File: src/rtl/mau_pkg.sv
package mau_pkg;
    parameter int ADDR_W = 32;
    parameter int DATA_W = 32;
    localparam int LANES = DATA_W / 8;

    localparam logic [1:0] SZ_BYTE   = 2'd0;
    localparam logic [1:0] SZ_WORD   = 2'd1;
    localparam logic [1:0] SZ_LONG   = 2'd2;
    localparam logic [1:0] SZ_PHRASE = 2'd3;

    localparam logic [1:0] EA_BASE = 2'd0;
    localparam logic [1:0] EA_IMM  = 2'd1;
    localparam logic [1:0] EA_IDX  = 2'd2;

    typedef struct packed {
        logic              valid;
        logic              we;
        logic              loc_hit;
        logic              hi_half;
        logic [1:0]        size;
        logic [LANES-1:0]  lanes;
        logic [ADDR_W-1:0] addr;
        logic [DATA_W-1:0] wdata;
    } xfer_t;
endpackage

File: src/rtl/mau_ea_gen.sv
module mau_ea_gen
    import mau_pkg::*;
#(
    parameter int IMM_W = 5
) (
    input  logic [1:0]        mode,
    input  logic              sel_r15,
    input  logic [ADDR_W-1:0] rm_val,
    input  logic [ADDR_W-1:0] r14_val,
    input  logic [ADDR_W-1:0] r15_val,
    input  logic [IMM_W-1:0]  imm,
    output logic [ADDR_W-1:0] ea
);
    localparam int OFF_W = IMM_W + 3;

    logic [ADDR_W-1:0] base_sel;
    logic [OFF_W-1:0]  imm_off;

    always_comb begin
        base_sel = sel_r15 ? r15_val : r14_val;
        // zero immediate encodes the largest step (2**IMM_W words)
        imm_off  = {(imm == '0), imm, 2'b00};
        unique case (mode)
            EA_IMM:  ea = base_sel + ADDR_W'(imm_off);
            EA_IDX:  ea = base_sel + rm_val;
            default: ea = rm_val;
        endcase
    end
endmodule

File: src/rtl/mau_win_align.sv
module mau_win_align
    import mau_pkg::*;
#(
    parameter logic [ADDR_W-1:0] WIN_LO = 32'h00F0_3000,
    parameter logic [ADDR_W-1:0] WIN_HI = 32'h00F0_3FFF
) (
    input  logic [ADDR_W-1:0] ea,
    input  logic [1:0]        size,
    input  logic [1:0]        mode,
    input  logic              store,
    input  logic [DATA_W-1:0] wr_data,
    input  logic [DATA_W-1:0] hi_data,
    output xfer_t             first,
    output xfer_t             second,
    output logic              two_part
);
    localparam int HALF_W = DATA_W / 2;
    localparam int LONG_B = LANES;

    logic              in_win;
    logic              clr_long;
    logic [ADDR_W-1:0] phr_base;

    always_comb begin
        in_win   = (ea >= WIN_LO) && (ea <= WIN_HI);
        clr_long = in_win || (!store && (mode == EA_BASE));
        phr_base = in_win ? {ea[ADDR_W-1:3], 3'b000} : ea;

        first         = '0;
        first.valid   = 1'b1;
        first.we      = store;
        first.loc_hit = in_win;
        first.size    = size;
        first.addr    = ea;
        second        = first;
        second.valid  = 1'b0;
        two_part      = 1'b0;

        unique case (size)
            SZ_BYTE: begin
                first.lanes = LANES'(1) << ea[1:0];
                first.wdata = DATA_W'(wr_data[7:0]) << {ea[1:0], 3'b000};
            end
            SZ_WORD: begin
                first.addr  = in_win ? {ea[ADDR_W-1:1], 1'b0} : ea;
                first.lanes = LANES'(2'b11);
                first.wdata = DATA_W'(wr_data[HALF_W-1:0]);
            end
            SZ_LONG: begin
                first.addr  = clr_long ? {ea[ADDR_W-1:2], 2'b00} : ea;
                first.lanes = '1;
                first.wdata = wr_data;
            end
            default: begin
                two_part       = 1'b1;
                first.size     = SZ_LONG;
                first.addr     = phr_base;
                first.lanes    = '1;
                first.wdata    = hi_data;
                first.hi_half  = 1'b1;
                second         = first;
                second.addr    = phr_base + ADDR_W'(LONG_B);
                second.wdata   = wr_data;
                second.hi_half = 1'b0;
            end
        endcase
    end
endmodule

File: src/rtl/mau_top.sv
module mau_top
    import mau_pkg::*;
#(
    parameter logic [31:0] WIN_LO = 32'h00F0_3000,
    parameter logic [31:0] WIN_HI = 32'h00F0_3FFF,
    parameter int          IMM_W  = 5
) (
    input  logic             clk,
    input  logic             rst_n,
    input  logic             req_valid,
    input  logic             req_store,
    input  logic [1:0]       req_mode,
    input  logic [1:0]       req_size,
    input  logic             base_r15,
    input  logic [31:0]      rm_val,
    input  logic [31:0]      r14_val,
    input  logic [31:0]      r15_val,
    input  logic [IMM_W-1:0] imm5,
    input  logic [31:0]      wr_data,
    input  logic [31:0]      hi_data,
    output logic             busy,
    output logic             mem_valid,
    output logic             mem_we,
    output logic             mem_local,
    output logic             mem_hi,
    output logic [1:0]       mem_size,
    output logic [3:0]       mem_lanes,
    output logic [31:0]      mem_addr,
    output logic [31:0]      mem_wdata
);
    typedef struct packed {
        xfer_t cur;
        xfer_t pend;
    } seq_t;

    seq_t              st_d, st_q;
    logic [ADDR_W-1:0] ea;
    xfer_t             x_first, x_second;
    logic              split;
    logic              accept;

    mau_ea_gen #(.IMM_W(IMM_W)) u_ea (
        .mode    (req_mode),
        .sel_r15 (base_r15),
        .rm_val  (rm_val),
        .r14_val (r14_val),
        .r15_val (r15_val),
        .imm     (imm5),
        .ea      (ea)
    );

    mau_win_align #(.WIN_LO(WIN_LO), .WIN_HI(WIN_HI)) u_align (
        .ea       (ea),
        .size     (req_size),
        .mode     (req_mode),
        .store    (req_store),
        .wr_data  (wr_data),
        .hi_data  (hi_data),
        .first    (x_first),
        .second   (x_second),
        .two_part (split)
    );

    always_comb begin
        st_d           = st_q;
        st_d.cur.valid = 1'b0;
        accept         = req_valid && !st_q.pend.valid;
        if (st_q.pend.valid) begin
            st_d.cur        = st_q.pend;
            st_d.pend.valid = 1'b0;
        end else if (accept) begin
            st_d.cur        = x_first;
            st_d.pend       = x_second;
            st_d.pend.valid = split;
        end
    end

    always_ff @(posedge clk) begin
        if (!rst_n) begin
            st_q <= '0;
        end else begin
            st_q <= st_d;
        end
    end

    assign busy      = st_q.pend.valid;
    assign mem_valid = st_q.cur.valid;
    assign mem_we    = st_q.cur.we;
    assign mem_local = st_q.cur.loc_hit;
    assign mem_hi    = st_q.cur.hi_half;
    assign mem_size  = st_q.cur.size;
    assign mem_lanes = st_q.cur.lanes;
    assign mem_addr  = st_q.cur.addr;
    assign mem_wdata = st_q.cur.wdata;
endmodule

File: config.mk
export PLATFORM = sky130hd
export DESIGN_NAME = mau_top
export DESIGN_NICKNAME = d
export VERILOG_FILES = /design/src/rtl/mau_pkg.sv /design/src/rtl/mau_ea_gen.sv /design/src/rtl/mau_win_align.sv /design/src/rtl/mau_top.sv
export SDC_FILE = /design/constraint.sdc
export NUM_CORES = 1
export LEC_CHECK = 0
export BUFFER_PORTS_ARGS = -buffer_cell sky130_fd_sc_hd__buf_2
export CAP_MARGIN = 0
export CELL_PAD_IN_SITES_DETAIL_PLACEMENT = 1
export CELL_PAD_IN_SITES_GLOBAL_PLACEMENT = 1
export CORE_MARGIN = 10
export CORE_UTILIZATION = 41
export DETAILED_ROUTE_END_ITERATION = 7
export GPL_ROUTABILITY_DRIVEN = 0
export PLACE_DENSITY_LB_ADDON = 0.1
export REMOVE_ABC_BUFFERS = 1
export SETUP_SLACK_MARGIN = 0.5
export SLEW_MARGIN = 20
export SYNTH_ARGS = -nofsm -noshare
export SYNTH_HDL_FRONTEND = slang
export SYNTH_HIERARCHICAL = 1
export SYNTH_SLANG_ARGS = --single-unit
File: constraint.sdc
create_clock -name clk -period 7.78 [get_ports clk]
set_input_delay 0.389 -clock clk [delete_from_list [all_inputs] [get_ports clk]]
set_output_delay 0.389 -clock clk [all_outputs]
set_load 0.005 [all_outputs]
Word level (Yosys, flattened, before mapping). Cells that the tools add are included.

Add/sub/neg operators: 3. $lt $le $gt $ge: 2. Equal/unequal tests: 4. Shift operators: 2. Muxes and demuxes: 13. Bitwise operators: 3. Reduce and logical (&&, ||, !) cells: 13.

Operators by type and width (number): 148-bit two-way mux (1); 32-bit case mux with 3 select lines (1); 75-bit two-way mux (1); 70-bit two-way mux (1); 32-bit case mux with 2 select lines (1); 32-bit by 3-bit adder with 32-bit output, second input constant (1); 32-bit adder (1); 32-bit by 8-bit adder with 32-bit output (1); 32-bit by 24-bit >= comparator with 1-bit output, second input constant (1); 32-bit by 24-bit less-or-equal comparator with 1-bit output, second input constant (1); 32-bit two-way mux (1); 8-bit by 5-bit << shifter with 32-bit output (1); 3-bit case mux with 3 select lines (1); 4-bit case mux with 2 select lines (1); 3-bit two-way mux (2); 3-bit OR reduction (2); 5-bit zero test (1); 2-bit by 1-bit == test with 1-bit output, second input constant (2); 2-bit == test, second input constant (2); 2-bit zero test (2); 1-bit by 2-bit << shifter with 4-bit output, first input constant (1); 1-bit logical AND (3); 1-bit NOT (3); 1-bit zero test (2); 5 further kinds (6).

Register bits: 148. Output and inout bits: 75.

Longest topological paths before layout. Gate-level depths: netlist of run 1.

Depth in word-level cells: 10. Mapped depth: 30. Gate-level depth less buffers: 24.

Hierarchy. Netlist of run 1, hierarchy kept.

Modules (own cells, without submodules): mau_top (times used 1, cells an instance 718, area each 6346.1 µm², sequential area each 2962.8 µm²); mau_ea_gen (times used 1, cells an instance 508, area each 3465.8 µm², sequential area each 0.0 µm²); mau_win_align (times used 1, cells an instance 339, area each 1971.9 µm², sequential area each 0.0 µm²).

Least setup slack after synthesis of run 1. OpenSTA, ideal clock, no wires.

Path type: in2reg. From: in base_r15. To: reg st_q[58] in the netlist's numbering. Setup time: 116 ps. Arrival time: 5656 ps. Path slack: 2008 ps. Stages: 28. Buffers on the path: 5. Cell sequence: buf_6 > buf_2 > buf_2 > buf_2 > mux2_2 > ha_1 > inv_1 > fa_1 > nor2b_1 > o2111ai_1 > a21oi_1 > o211ai_1 > a21oi_1 > nor3_1 > xor2_1 > o311ai_0 > or4_4 > nor4_4 > buf_4 > nor2b_1 > ha_1 > and4_1 > nand4_1 > nor4_1 > nand3_1 > xnor2_1 > nand2_1 > a21boi_1.

RTL lines: start: declaration (line mau_top.sv:14) `input logic base_r15,`; end signal: assignment (line mau_top.sv:82) `st_q <= st_d;`; end: declaration (line mau_top.sv:36) `seq_t st_d, st_q;`.

==> results of run 1 <==
placed cells by master, fill, tap and decap left out, types with 4 or more instances in the layout:
cell type,count
nand4_1,18
a21boi_1,65
inv_6,5
and2_1,5
a22oi_1,18
xnor2_1,48
xor2_1,27
dfxtp_1,148
o211ai_1,7
a211oi_1,5
buf_2,246
or3_1,5
a21oi_1,134
and3_1,43
clkinv_4,5
clkinvlp_4,4
o21ai_1,23
o21ai_0,112
nor2_1,64
a31oi_1,7
clkbuf_16,17
nand3_1,29
nand2_1,268
o221ai_1,4
mux2i_1,91
inv_1,40
a21o_1,14
buf_4,24
a32oi_1,7
nor3_1,17
a21boi_0,11
nor2b_1,8
ha_1,40
nor4_1,5
mux2_2,20
nand3b_1,4
o21a_1,5
power by group:
group / leakage [nW] / internal, mW / switching (mW)
sequential: 1.21 / 0.807 / 0.0297
combinational: 4.30 / 0.270 / 0.396
clock: 0.257 / 0.414 / 0.369
total: 5.77 / 1.49 / 0.795
metrics by stage:
step,instances,total power [mW],utilization (%)
floorplan,1355,1.25,-
global placement,2003,1.50,44.1
detailed placement,2003,1.52,44.1
CTS,2035,2.30,46.1
global route,2035,2.42,46.1
finish,2035,2.29,46.1
worst max-delay path, stage by stage:
cell and delay, ns:
buf_2 0.74, mux2_2 0.33, ha_1 0.18, inv_1 0.06, fa_1 0.40, nor2b_1 0.12
o21ai_0 0.10, a21boi_0 0.41, o311a_1 0.65, nand2_1 0.15, xnor2_1 0.16, a22oi_1 0.10
o21ai_0 0.58, nor4_1 0.10, nand2_1 0.17, nor4_4 0.06, buf_4 0.19, nor2b_1 0.13
ha_1 0.17, and4_1 0.35, nand4_1 0.13, nor4_1 0.53, nand3_1 0.18, xnor2_1 0.17
nand2_1 0.08, a21boi_1 0.15
registers in the layout, summed over array words and instances, names as in the netlist:
signal / count
mem_lanes: 4
mem_we: 1
mem_valid: 1
busy: 1
mem_size: 2
mem_wdata: 32
mem_addr: 32
mem_local: 1
st_q: 73
mem_hi: 1
routing by layer:
layer | GRT usage, % | share of wire, % | up-vias
met2 | 36.3 | 47 | 205
met3 | 3.79 | 4.1 | 36
met1 | 27.9 | 47 | 5458
met4 | 5.19 | 1.3 | 0
met5 | 0 | 0 | -
li1 | - | - | 5514
area by class of cell:
| cell class | instances | area, um^2 |
|---|---|---|
| fill | 3607 | 15100 |
| timing repair buffer | 270 | 1410 |
| sequential | 148 | 2960 |
| inverter | 42 | 160 |
| clock inverter | 15 | 123 |
| multi-input combinational | 1165 | 7380 |
| clock buffer | 17 | 425 |
| tap | 378 | 473 |
worst paths after layout:
kind | endpoint | slack (ns) | startpoint
max reg2reg | mem_wdata[21]$_SDFFE_PN0P_ | 5.64 | busy$_SDFF_PP0_
max | st_q[60]$_SDFFE_PN0P_ | 1.33 | base_r15
min reg2reg | st_q[24]$_SDFFE_PN0P_ | 0.45 | st_q[24]$_SDFFE_PN0P_
min | st_q[72]$_SDFFE_PN0P_ | 0.24 | req_store
==> results.toml, run 1 <==
[run_status]
status = "complete, no violations"

[final_layout]
final_layout_size_suffix_gt1_share_pct = 20.9
nNetsFinal = 1860
n_antenna_cell = 0
area.growth.synth_to_final_pct = 9.88
final_area_mm2 = 0.0129

[route]
drcViolationCount = 0
postRouteAntennaNets = 0
dr.pass1.iters = 5
viasPerCell = 5.51
vias = 11200
routed_wl_um = 40100
wl_per_cell_um = 19.7
drt_iter0_markers = 627

[placement]
numPortBuffers = 248
place_hpwl_um = 28900
place_ws_ns = 0.905
place_area_mm2 = 0.0124

[clocking]
clk_pin_slew_ns = 0.06
clock-root-buffer = "clkbuf_16"
ctsResizeCount = 0
clockBufferDepth = 2
clk_latency_ns = 0.43
cts_hold_buf = 0
post-cts-setup-buffers = 0
htreeDepth = 4
cts.sinks = 148
cts_buffers = 17
tritoncts = "yes"

[timing]
hold_violations = 0
max_slew_margin_pct = 26.1
tns_ns = 0
holdWs_ns = 0.240
setup_violations = 0
fin_crit_sh_pct = 82.9
fmax_mhz = 155
worst_slack_ns = 1.33
min_period_ns = 6.45
rsz0062_at_grt = "no"
drv_slew = 0
worst_pin_slew_ns = 1.10
final.setup_skew_ns = 0.00738

[hold_path]
hp-class = "in2reg"
worstHoldPathCells = 3

[floorplanning]
core_mm2 = 0.0281
start_util_pct = 41.9
fp.dieArea_mm2 = 0.0359
rows = 61
die_h_um = 189
fp.dieW_um = 189
ios = 249

[worst_setup_path]
cp-start-kind = "primary input"
worst_ep_required_time_ns = 8.14
crit_arrival_ns = 6.81
r2r_cells = 4
crit_path_end_kind = "register"
critPathMaxFanout = 41
crit_type = "in2reg"

[pwr]
p_leak_nw = 5.77
ir_worst_vdd_mv = 0.113
power.density_mw_per_mm2 = 177

[global_routing]
grt_remaining_overflow = 0
antenna_found_initial = 0
grt_max_degree = 104
grt_pass1_vias = 11700
grt_first_pass_wirelength_um = 63800
grt_use_total_pct = 21.6

[yosys]
syn_inst = 1564
yosysWarnings = 6
syn_area_mm2 = 0.0118
avgSynthCellArea_um2 = 7.53

[flow_run]
cap_viol_max_count = 0
(Power assumes the default switching activity.)
==> inputs of run 2 (changes only) <==
==> constraint.sdc (replaced) <==
create_clock -name clk -period 6.3 [get_ports clk]
set_input_delay 0.315 -clock clk [delete_from_list [all_inputs] [get_ports clk]]
set_output_delay 0.315 -clock clk [all_outputs]
set_load 0.005 [all_outputs]
==> results.toml, run 2 (synthesis gave the netlist of run 1 again) <==
[floorplanning]
fp.dieArea_mm2 = 0.0359
ios = 249
rows = 61
die_h_um = 189
fp.dieW_um = 189
core_mm2 = 0.0281
start_util_pct = 41.9

[final_layout]
area.growth.synth_to_final_pct = 11.9
nNetsFinal = 1878
instances_no_fill = 2052
top_register = "st_q"
mostFrequentLayoutCells = "nand2_1, buf_2, dfxtp_1"
final_common_cell = "nand2_1"
largest_reg_flops = 73
final_layout_size_suffix_gt1_share_pct = 21.9
final_area_mm2 = 0.0132
utilization_pct = 46.9

[hold_path]
worstHoldPathCells = 3
hp-class = "in2reg"

[placement]
numPortBuffers = 248
placed_cells = 2021
place_hpwl_um = 29400
place_area_mm2 = 0.0125

[clocking]
clock-root-buffer = "clkbuf_16"
cts_buffers = 17
cts_hold_buf = 0
clockBufferDepth = 2
clk_latency_ns = 0.42
clk_pin_slew_ns = 0.07
tritoncts = "yes"
htreeDepth = 4
cts.sinks = 148

[worst_setup_path]
critPathMaxFanout = 24
r2r_cells = 4
crit_arrival_ns = 5.71
crit_path_end_kind = "register"
cp_common_cell = "nand2_1"
critical_path_depth = 26
crit_slowest_cell = "a2111o_1"
worst-path-buf-inv = 4
critPathTopFamily = "simple AND/OR/NAND/NOR gates"
crit_type = "in2reg"
cp-start-kind = "primary input"
max_stage_delay_ns = 0.46
worst_ep_required_time_ns = 6.66

[pwr]
p_leak_nw = 5.90
power.density_mw_per_mm2 = 227
ir_worst_vdd_mv = 0.145
power_mw = 2.99

[route]
postRouteAntennaNets = 0
maxUsedRoutingLayer = "met4"
vias = 11300
viasPerCell = 5.50
drcViolationCount = 0
routed_wl_um = 40600
wl_met1_um = 19300
wl_per_cell_um = 19.8
drt_iter0_markers = 630
wl_met3_um = 1710
dr.pass1.iters = 5
wl_met2_um = 19200

[timing]
min_period_ns = 5.35
tns_ns = 0
fin_crit_sh_pct = 84.9
hold_violations = 0
max_slew_margin_pct = 23.7
drv_slew = 0
final.setup_skew_ns = 0.0104
fmax_mhz = 187
worst_pin_slew_ns = 1.13
setup_violations = 0
rsz0062_at_grt = "no"

[global_routing]
antenna_found_initial = 0
grt_first_pass_wirelength_um = 64000
grt_use_total_pct = 21.7
grt_pass1_vias = 11800
grt_max_degree = 109
grt_remaining_overflow = 0

[flow_run]
cap_viol_max_count = 0

[run_status]
status = "complete, no violations"
## run 2: area by class of cell
cell class / instances / area (um^2)
Fill cell: 3612 / 14900
Multi-Input combinational cell: 1165 / 7390
Sequential cell: 148 / 2960
Timing Repair Buffer: 288 / 1550
Tap cell: 378 / 473
Clock buffer: 17 / 425
Clock inverter: 13 / 209
Inverter: 42 / 160
Antenna cell: 1 / 2.50
## run 2: metrics by stage
step                      hold WS [ns]  worst slack (ns)
final                            0.180             0.950
after global routing             0.201             0.509
after CTS                        0.164             0.742
after detailed placement         0.444             0.301
after global placement           0.437             0.518
after floorplan                  0.432              1.37
## run 2: final timing paths
check                                            from                         end  slack [ns]
worst max-delay path                         base_r15       st_q[58]$_SDFFE_PN0P_        0.95
worst min-delay path                        req_store       st_q[72]$_SDFFE_PN0P_        0.18
worst max register to register        busy$_SDFF_PP0_  mem_wdata[13]$_SDFFE_PN0P_        4.14
worst min register to register  st_q[25]$_SDFFE_PN0P_       st_q[25]$_SDFFE_PN0P_        0.45
## run 2: power by group
group / internal [mW] / switching, mW / total (mW) / leakage [nW]
registers: 0.997 / 0.0364 / 1.03 / 1.21
logic: 0.347 / 0.495 / 0.842 / 4.39
clock network: 0.699 / 0.419 / 1.12 / 0.301
total: 2.04 / 0.951 / 2.99 / 5.90
## run 2: metal layers
layer,track usage [%],vias up
met5,0,-
met4,5.10,0
met3,4.06,31
met2,36.3,212
met1,28.1,5489
li1,-,5561
## run 2: repair_timing
action,CTS,global route
endpoints found under the setup margin,0,9
buffers inserted,0,0
resized for setup,0,3
## run 2: worst register-to-register path: stages, from the launching register on
cell and delay, ns:
dfxtp_1 0.39, inv_4 0.49, buf_4 0.80, o21ai_0 0.22, a21oi_1 0.19
